`config.mk`:
```
export PLATFORM = sky130hd
export DESIGN_NAME = dma_result_reporter
export DESIGN_NICKNAME = d
export VERILOG_FILES = /design/src/rtl/drr_pkg.sv /design/src/rtl/drr_result_queue.sv /design/src/rtl/drr_channel.sv /design/src/rtl/drr_read_mux.sv /design/src/rtl/dma_result_reporter.sv
export SDC_FILE = /design/constraint.sdc
export NUM_CORES = 2
export LEC_CHECK = 0
export CORE_MARGIN = 2
export CORE_UTILIZATION = 39
export DETAILED_ROUTE_END_ITERATION = 6
export SETUP_SLACK_MARGIN = 0.02
export SLEW_MARGIN = 15
export SYNTH_ARGS = -nofsm -noshare
export SYNTH_HDL_FRONTEND = slang
export SYNTH_SLANG_ARGS = --single-unit
```
`constraint.sdc`:
```
create_clock -name clk_i -period 5.13 [get_ports clk_i]
set_input_delay 0.513 -clock clk_i [delete_from_list [all_inputs] [get_ports clk_i]]
set_output_delay 0.513 -clock clk_i [all_outputs]
set_load 0.05 [all_outputs]
```
`src/rtl/drr_pkg.sv`:
```
package drr_pkg;
  typedef enum logic [2:0] {
    SEL_CMD_PTR  = 3'd0,
    SEL_RESULT   = 3'd1,
    SEL_FLUSH    = 3'd2,
    SEL_STATUS   = 3'd3,
    SEL_CONF     = 3'd4,
    SEL_IRQ_STAT = 3'd5
  } reg_sel_e;

  typedef enum logic [1:0] {
    EVT_DONE  = 2'd0,
    EVT_ERR   = 2'd1,
    EVT_FLUSH = 2'd2,
    EVT_ERR2  = 2'd3
  } evt_kind_e;

  localparam int unsigned RES_VALID_BIT  = 31;
  localparam int unsigned RES_ERR_BIT    = 3;
  localparam int unsigned RES_FLUSH_BIT  = 2;
  localparam int unsigned RES_DONE_BIT   = 1;
  localparam int unsigned STAT_AVAIL_BIT = 1;
  localparam int unsigned CONF_IRQ_EN    = 0;
  localparam int unsigned CONF_FLUSH_EN  = 1;

  typedef struct packed {
    logic err;
    logic flushed;
    logic done;
  } result_t;

  function automatic result_t kind_to_result(logic [1:0] kind);
    result_t r;
    r = '0;
    unique case (kind)
      EVT_DONE:  r.done    = 1'b1;
      EVT_FLUSH: r.flushed = 1'b1;
      default:   r.err     = 1'b1;
    endcase
    return r;
  endfunction
endpackage

```
`src/rtl/drr_result_queue.sv`:
```
module drr_result_queue #(
  parameter int unsigned DEPTH = 2,
  parameter int unsigned W     = 3
) (
  input  logic         clk_i,
  input  logic         rst_ni,
  input  logic         push_i,
  input  logic [W-1:0] din_i,
  input  logic         pop_i,
  output logic [W-1:0] dout_o,
  output logic         full_o,
  output logic         empty_o
);
  localparam int unsigned PW = (DEPTH > 1) ? $clog2(DEPTH) : 1;
  localparam int unsigned CW = $clog2(DEPTH + 1);

  logic [W-1:0]  mem_q [DEPTH];
  logic [PW-1:0] wr_q, rd_q;
  logic [CW-1:0] cnt_q;
  logic          do_push, do_pop;

  assign full_o  = (cnt_q == CW'(DEPTH));
  assign empty_o = (cnt_q == '0);
  assign do_push = push_i && !full_o;
  assign do_pop  = pop_i && !empty_o;
  assign dout_o  = mem_q[rd_q];

  function automatic logic [PW-1:0] wrap_inc(logic [PW-1:0] p);
    return (p == PW'(DEPTH - 1)) ? '0 : p + 1'b1;
  endfunction

  always_ff @(posedge clk_i or negedge rst_ni) begin
    if (!rst_ni) begin
      wr_q  <= '0;
      rd_q  <= '0;
      cnt_q <= '0;
      for (int i = 0; i < DEPTH; i++) mem_q[i] <= '0;
    end else begin
      if (do_push) begin
        mem_q[wr_q] <= din_i;
        wr_q        <= wrap_inc(wr_q);
      end
      if (do_pop) rd_q <= wrap_inc(rd_q);
      if (do_push && !do_pop)      cnt_q <= cnt_q + 1'b1;
      else if (do_pop && !do_push) cnt_q <= cnt_q - 1'b1;
    end
  end
endmodule

```
`src/rtl/drr_channel.sv`:
```
module drr_channel
  import drr_pkg::*;
#(
  parameter int unsigned DEPTH  = 2,
  parameter int unsigned DATA_W = 32
) (
  input  logic              clk_i,
  input  logic              rst_ni,
  input  logic              evt_valid_i,
  input  logic [1:0]        evt_kind_i,
  output logic              evt_ready_o,
  input  logic              wr_i,
  input  logic              rd_i,
  input  reg_sel_e          sel_i,
  input  logic [DATA_W-1:0] wdata_i,
  output logic [DATA_W-1:0] result_o,
  output logic              pending_o,
  output logic [1:0]        conf_o,
  output logic [DATA_W-1:0] cmd_ptr_o,
  output logic              start_o,
  output logic              flush_req_o
);
  logic [1:0]        conf_q;
  logic [DATA_W-1:0] ptr_q;
  logic              start_q, flush_q;
  result_t           head, incoming;
  logic              full, empty, push, pop;

  assign incoming = kind_to_result(evt_kind_i);
  assign evt_ready_o = !full;
  // flushed results are dropped when flush reporting is off
  assign push = evt_valid_i && !full && !(incoming.flushed && !conf_q[CONF_FLUSH_EN]);
  assign pop  = rd_i && (sel_i == SEL_RESULT) && !empty;

  drr_result_queue #(.DEPTH(DEPTH), .W($bits(result_t))) u_queue (
    .clk_i   (clk_i),
    .rst_ni  (rst_ni),
    .push_i  (push),
    .din_i   (incoming),
    .pop_i   (pop),
    .dout_o  (head),
    .full_o  (full),
    .empty_o (empty)
  );

  always_comb begin
    result_o = '0;
    if (!empty) begin
      result_o[RES_VALID_BIT] = 1'b1;
      result_o[RES_ERR_BIT]   = head.err;
      result_o[RES_FLUSH_BIT] = head.flushed;
      result_o[RES_DONE_BIT]  = head.done;
    end
  end

  always_ff @(posedge clk_i or negedge rst_ni) begin
    if (!rst_ni) begin
      conf_q  <= '0;
      ptr_q   <= '0;
      start_q <= 1'b0;
      flush_q <= 1'b0;
    end else begin
      start_q <= wr_i && (sel_i == SEL_CMD_PTR);
      flush_q <= wr_i && (sel_i == SEL_FLUSH) && (wdata_i == '0);
      if (wr_i && sel_i == SEL_CONF)    conf_q <= wdata_i[1:0];
      if (wr_i && sel_i == SEL_CMD_PTR) ptr_q  <= wdata_i;
    end
  end

  assign pending_o   = !empty;
  assign conf_o      = conf_q;
  assign cmd_ptr_o   = ptr_q;
  assign start_o     = start_q;
  assign flush_req_o = flush_q;
endmodule

```
`src/rtl/drr_read_mux.sv`:
```
module drr_read_mux
  import drr_pkg::*;
#(
  parameter int unsigned NUM_CH = 16,
  parameter int unsigned DATA_W = 32,
  parameter int unsigned CH_W   = 4
) (
  input  reg_sel_e                   sel_i,
  input  logic [CH_W-1:0]            ch_i,
  input  logic [NUM_CH*DATA_W-1:0]   result_i,
  input  logic [NUM_CH*DATA_W-1:0]   ptr_i,
  input  logic [2*NUM_CH-1:0]        conf_i,
  input  logic [NUM_CH-1:0]          pending_i,
  output logic [DATA_W-1:0]          rdata_o
);
  always_comb begin
    rdata_o = '0;
    unique case (sel_i)
      SEL_CMD_PTR:  rdata_o = ptr_i[ch_i*DATA_W +: DATA_W];
      SEL_RESULT:   rdata_o = result_i[ch_i*DATA_W +: DATA_W];
      SEL_STATUS:   rdata_o[STAT_AVAIL_BIT] = pending_i[ch_i];
      SEL_CONF:     rdata_o[1:0] = conf_i[ch_i*2 +: 2];
      SEL_IRQ_STAT: rdata_o = DATA_W'(pending_i);
      default:      rdata_o = '0;
    endcase
  end
endmodule

```
`src/rtl/dma_result_reporter.sv`:
```
module dma_result_reporter
  import drr_pkg::*;
#(
  parameter int unsigned NUM_CH = 16,
  parameter int unsigned DEPTH  = 2,
  parameter int unsigned DATA_W = 32,
  localparam int unsigned CH_W  = (NUM_CH > 1) ? $clog2(NUM_CH) : 1
) (
  input  logic                       clk_i,
  input  logic                       rst_ni,
  input  logic [NUM_CH-1:0]          evt_valid_i,
  input  logic [2*NUM_CH-1:0]        evt_kind_i,
  output logic [NUM_CH-1:0]          evt_ready_o,
  input  logic                       reg_wr_i,
  input  logic                       reg_rd_i,
  input  logic [2:0]                 reg_sel_i,
  input  logic [CH_W-1:0]            reg_ch_i,
  input  logic [DATA_W-1:0]          reg_wdata_i,
  output logic [DATA_W-1:0]          reg_rdata_o,
  output logic [NUM_CH-1:0]          flush_req_o,
  output logic [NUM_CH-1:0]          start_o,
  output logic [NUM_CH*DATA_W-1:0]   cmd_ptr_o,
  output logic                       irq_o
);
  reg_sel_e                  sel;
  logic [NUM_CH*DATA_W-1:0]  result_flat;
  logic [2*NUM_CH-1:0]       conf_flat;
  logic [NUM_CH-1:0]         irq_stat;
  logic [NUM_CH-1:0]         irq_en;

  assign sel = reg_sel_e'(reg_sel_i);

  for (genvar g = 0; g < NUM_CH; g++) begin : g_ch
    logic hit;
    assign hit = (reg_ch_i == CH_W'(g));

    drr_channel #(.DEPTH(DEPTH), .DATA_W(DATA_W)) u_ch (
      .clk_i       (clk_i),
      .rst_ni      (rst_ni),
      .evt_valid_i (evt_valid_i[g]),
      .evt_kind_i  (evt_kind_i[2*g +: 2]),
      .evt_ready_o (evt_ready_o[g]),
      .wr_i        (reg_wr_i && hit),
      .rd_i        (reg_rd_i && hit),
      .sel_i       (sel),
      .wdata_i     (reg_wdata_i),
      .result_o    (result_flat[g*DATA_W +: DATA_W]),
      .pending_o   (irq_stat[g]),
      .conf_o      (conf_flat[2*g +: 2]),
      .cmd_ptr_o   (cmd_ptr_o[g*DATA_W +: DATA_W]),
      .start_o     (start_o[g]),
      .flush_req_o (flush_req_o[g])
    );
    assign irq_en[g] = conf_flat[2*g + CONF_IRQ_EN];
  end

  drr_read_mux #(.NUM_CH(NUM_CH), .DATA_W(DATA_W), .CH_W(CH_W)) u_mux (
    .sel_i     (sel),
    .ch_i      (reg_ch_i),
    .result_i  (result_flat),
    .ptr_i     (cmd_ptr_o),
    .conf_i    (conf_flat),
    .pending_i (irq_stat),
    .rdata_o   (reg_rdata_o)
  );

  assign irq_o = |(irq_stat & irq_en);
endmodule

```
==> metrics <==
outcome=completed; core area=0.0869 sq mm; Max Cap Viol=0; worst-case vdd ir drop=0.316 mV; crit path kind=in -> out; FF/Latch Area=0.0184 sq mm; power per cell area=430 mW/mm^2; largest net degree at the start of global routing=137; minimum clock period after layout=4.19 ns; setup TNS=0 ns; Post-Synth Simple-Gate Area=4.19%; Layout Nets=3,095; switch share=35.2%; cell row count=108; Vias/cell=5.71; Synth Area in Compound Gates=3.03%; Synth Register Bits=736; Die Height=300 um; total CTS buffers=84; ys async rst share=100%; Final period util=81.6%; Tightest Hold Check Type=in -> reg; Net Switching=6790 uW; post-synthesis mux area share=32.8%; Post-Layout Cell Count=4,208; Die Area=0.0902 sq mm; drt drc=0; H-Tree Depth=3; fill count=7,251; Synth Net Count=2,470; CTS tree=built; worst hold start=reg_ch_i[2]; initial antenna violation count=9; first-pass GRT wire length=194 mm; WHS Endpoint=g_ch[0].u_ch.flush_req_o; worst-margin pin slew=1.15 ns; routed via count=24,046; largest family of logic cells by synthesized area=multiplexers; Tot GR Track Use=30.0%; Worst-Skew Late Latency=0.64 ns; R2R depth=7; clock network fraction of total power=32.2%; final WL=136 mm; GPL Wtd Cong=0.958; Pre-Repair DR Iteration Count=5; post-synthesis xor/xnor area fraction=2.05%; worst r2r src=g_ch[6].u_ch.u_queue.cnt_q[1]; Ys Warns=0; clock skew=0.0113 ns; DP Cell Count=4,056; P_int=12,500 uW; 1st-iter DRT viols=1,771; area of the multi-input gates=0.0147 sq mm; post-route ant nets=0; Seq/Total Area, Yosys=53.8%; Hold Path Cell Cnt=2; leakage=0.0197 uW; clk root buf=clkbuf_16; vias in the first global route=25,386; Sink Count=736; Crit. End Element=output pin; Post-Synthesis Cell Area=0.0342 sq mm; Final Hold Fails=0; # resized after CTS=0; Area Overhead vs Synth=31.3%; reg2reg end=g_ch[6].u_ch.u_queue.cnt_q[1]; Reg clk slew, reported paths=0.05 ns; Required @ worst endpoint=4.62 ns; Synth Instances=2,363; Final HPWL DP=96.2 mm; layout cells sized above 1=32.6%; combinational share of power=27.7%; endpoints failing setup=0; I/O Pins=684; chip width=300 um; Avg Inst Size Synth=14.5 sq um; Startpoint Class=primary input; Initial Util=39.4%; unrepaired setup endpoints after global routing=no; Adder-Cell Fraction of Synth Area=0.585%; relative slew slack=23.3%; total grt overflow=0; Pins Over Slew Limit=0; DR WL/cell=32.4 um; R2R setup slack=3.01 ns; Crit path arrival time=3.67 ns; CP Max Fanout=53; number of enable flip-flop cells after synthesis=0; Distinct cells, synth=50; Longest Clk Path Bufs=3; Port Buf Inserts=683; Reg power frac=40.0%; max frequency=0.239 GHz; Synth Flop Type=dfrtp_1
-- per-stage QoR --
step | utilization, % | worst slack [ns] | hold WS (ns) | cell area [sq um] | total power, uW
6_report | 51.7 | 0.942 | 0.348 | 44900 | 19300
3_5_place_dp | 48.4 | 0.971 | 0.477 | 42000 | 13100
3_3_place_gp | 48.4 | 0.984 | 0.464 | 42000 | 13000
4_1_cts | 51.7 | 0.966 | 0.281 | 44900 | 19400
2_1_floorplan | - | 1.77 | 0.217 | 34200 | 11000
5_1_grt | 51.7 | 0.892 | 0.318 | 44900 | 20000
-- cell type report --
cell class,count,area share (%)
diodes,4,0.0223
clock buffers,115,5.32
clock inverters,32,1.05
inverters,23,0.195
multi-input cells,1397,32.7
flip-flops and latches,736,41.0
well taps,1155,3.22
repair buffers,746,16.5
-- registers in the layout (all words and copies together) (netlist names) --
register and flops:
g_ch.u_ch.cmd_ptr_o 512, g_ch.u_ch.conf_o 32, g_ch.u_ch.flush_req_o 16, g_ch.u_ch.start_o 16
g_ch.u_ch.u_queue.cnt_q 32, g_ch.u_ch.u_queue.mem_q 96, g_ch.u_ch.u_queue.rd_q 16, g_ch.u_ch.u_queue.wr_q 16
-- how the worst max path moves through the flow --
stage                                        startpoint              end  slack [ns]  depth (start not counted)
after floorplan                             reg_ch_i[1]   reg_rdata_o[2]        1.77                          8
final                                       reg_ch_i[1]  reg_rdata_o[11]        0.94                          8
after detailed placement                    reg_ch_i[0]  reg_rdata_o[28]        0.97                          6
after global routing      g_ch[9].u_ch.u_queue.cnt_q[0]   reg_rdata_o[1]        0.89                          6
after CTS                                   reg_ch_i[0]  reg_rdata_o[28]        0.97                          6
after global placement                      reg_ch_i[0]  reg_rdata_o[20]        0.98                          6
-- critical path: stages --
cell and delay, ns:
buf_6 0.37, buf_12 0.29, buf_4 0.45, mux4_2 0.39
mux4_2 0.56, nand2_1 0.11, o21ai_0 0.10, clkdlybuf4s50_1 0.75
-- cell usage after synthesis (2+ instances only) --
cell      instances  area [sq um]
mux4_2          172          3870
nand2b_1         35           219
nor3b_1           2          15.0
a22o_1            2          17.5
xor2_1           32           280
buf_6             9           101
nor3_1           10          50.1
nor2b_1           3          18.8
o21ai_1          11          55.1
dfrtp_1         736         18400
nand3b_1          5          37.5
clkbuf_1         59           221
nand3_1           7          35.0
xnor2_1          48           420
nor4_1            8          50.1
and2_1           16           100
nor2_2           13          81.3
buf_1            14          52.6
buf_4            51           383
o21ai_0          65           325
a22oi_1           6          45.0
o31ai_1          20           150
mux2_1            9           101
nor2_1          116           435
inv_1            22          82.6
o32ai_1           9          78.8
mux2_2          600          6760
nand2_1          85           319
buf_2            74           370
ha_1             16           200
o221ai_1         10          87.6
nand4_1           7          43.8
mux2i_1          49           490
o21bai_1          4          30.0
o211ai_1         21           158
a21oi_1           3          15.0
-- cells by family (layout without fill, tap and decap cells) --
family / after synthesis / in the layout
adder cells (fa/ha/maj): 16 / 16
XOR/XNOR: 80 / 80
buffers and inverters: 230 / 916
other: 0 / 4
multiplexers: 830 / 830
flip-flops: 736 / 736
AND/OR/NAND/NOR: 311 / 311
AO/OA/AOI/OAI: 160 / 160
-- layout by cell type, fill, tap and decap left out, types with 10 or more instances in the layout --
master | Yosys | final
and2_1 | 16 | 16
clkbuf_8 | 0 | 15
nand2b_1 | 35 | 35
mux2_2 | 600 | 600
o211ai_1 | 21 | 21
nand2_1 | 85 | 81
clkdlybuf4s50_1 | 0 | 674
ha_1 | 16 | 16
buf_12 | 0 | 10
o21ai_1 | 11 | 11
inv_1 | 22 | 22
nor2_4 | 0 | 12
o221ai_1 | 10 | 10
buf_4 | 51 | 58
xnor2_1 | 48 | 48
clkbuf_16 | 0 | 85
nor2_1 | 116 | 116
mux4_2 | 172 | 172
dfrtp_1 | 736 | 736
o31ai_1 | 20 | 20
mux2i_1 | 49 | 49
xor2_1 | 32 | 32
clkbuf_1 | 59 | 15
o21ai_0 | 65 | 65
-- layer usage --
layer / share of wire [%] / vias to the layer above / GRT usage [%]
li1: - / 9860 / -
met5: 0.039 / - / 0
met4: 3.5 / 8 / 10.1
met1: 41 / 12880 / 39.6
met2: 48 / 1057 / 48.3
met3: 7.9 / 241 / 7.65
-- repair_timing --
action                                 4_1_cts  5_1_grt
setup buffers                                0        0
hold buffers                                 1        0
endpoints found under the hold margin       79        0
setup endpoints to repair                    0        0
-- power by group through the flow --
stage / sequential (uW) / combinational, uW / clock (uW)
global route: 7850 / 5610 / 6560
floorplan: 8580 / 2420 / 0
global placement: 7770 / 5270 / 0
finish: 7730 / 5350 / 6230
CTS: 7720 / 5370 / 6330
detailed placement: 7800 / 5340 / 0
Power figures use the tool's default switching activity.
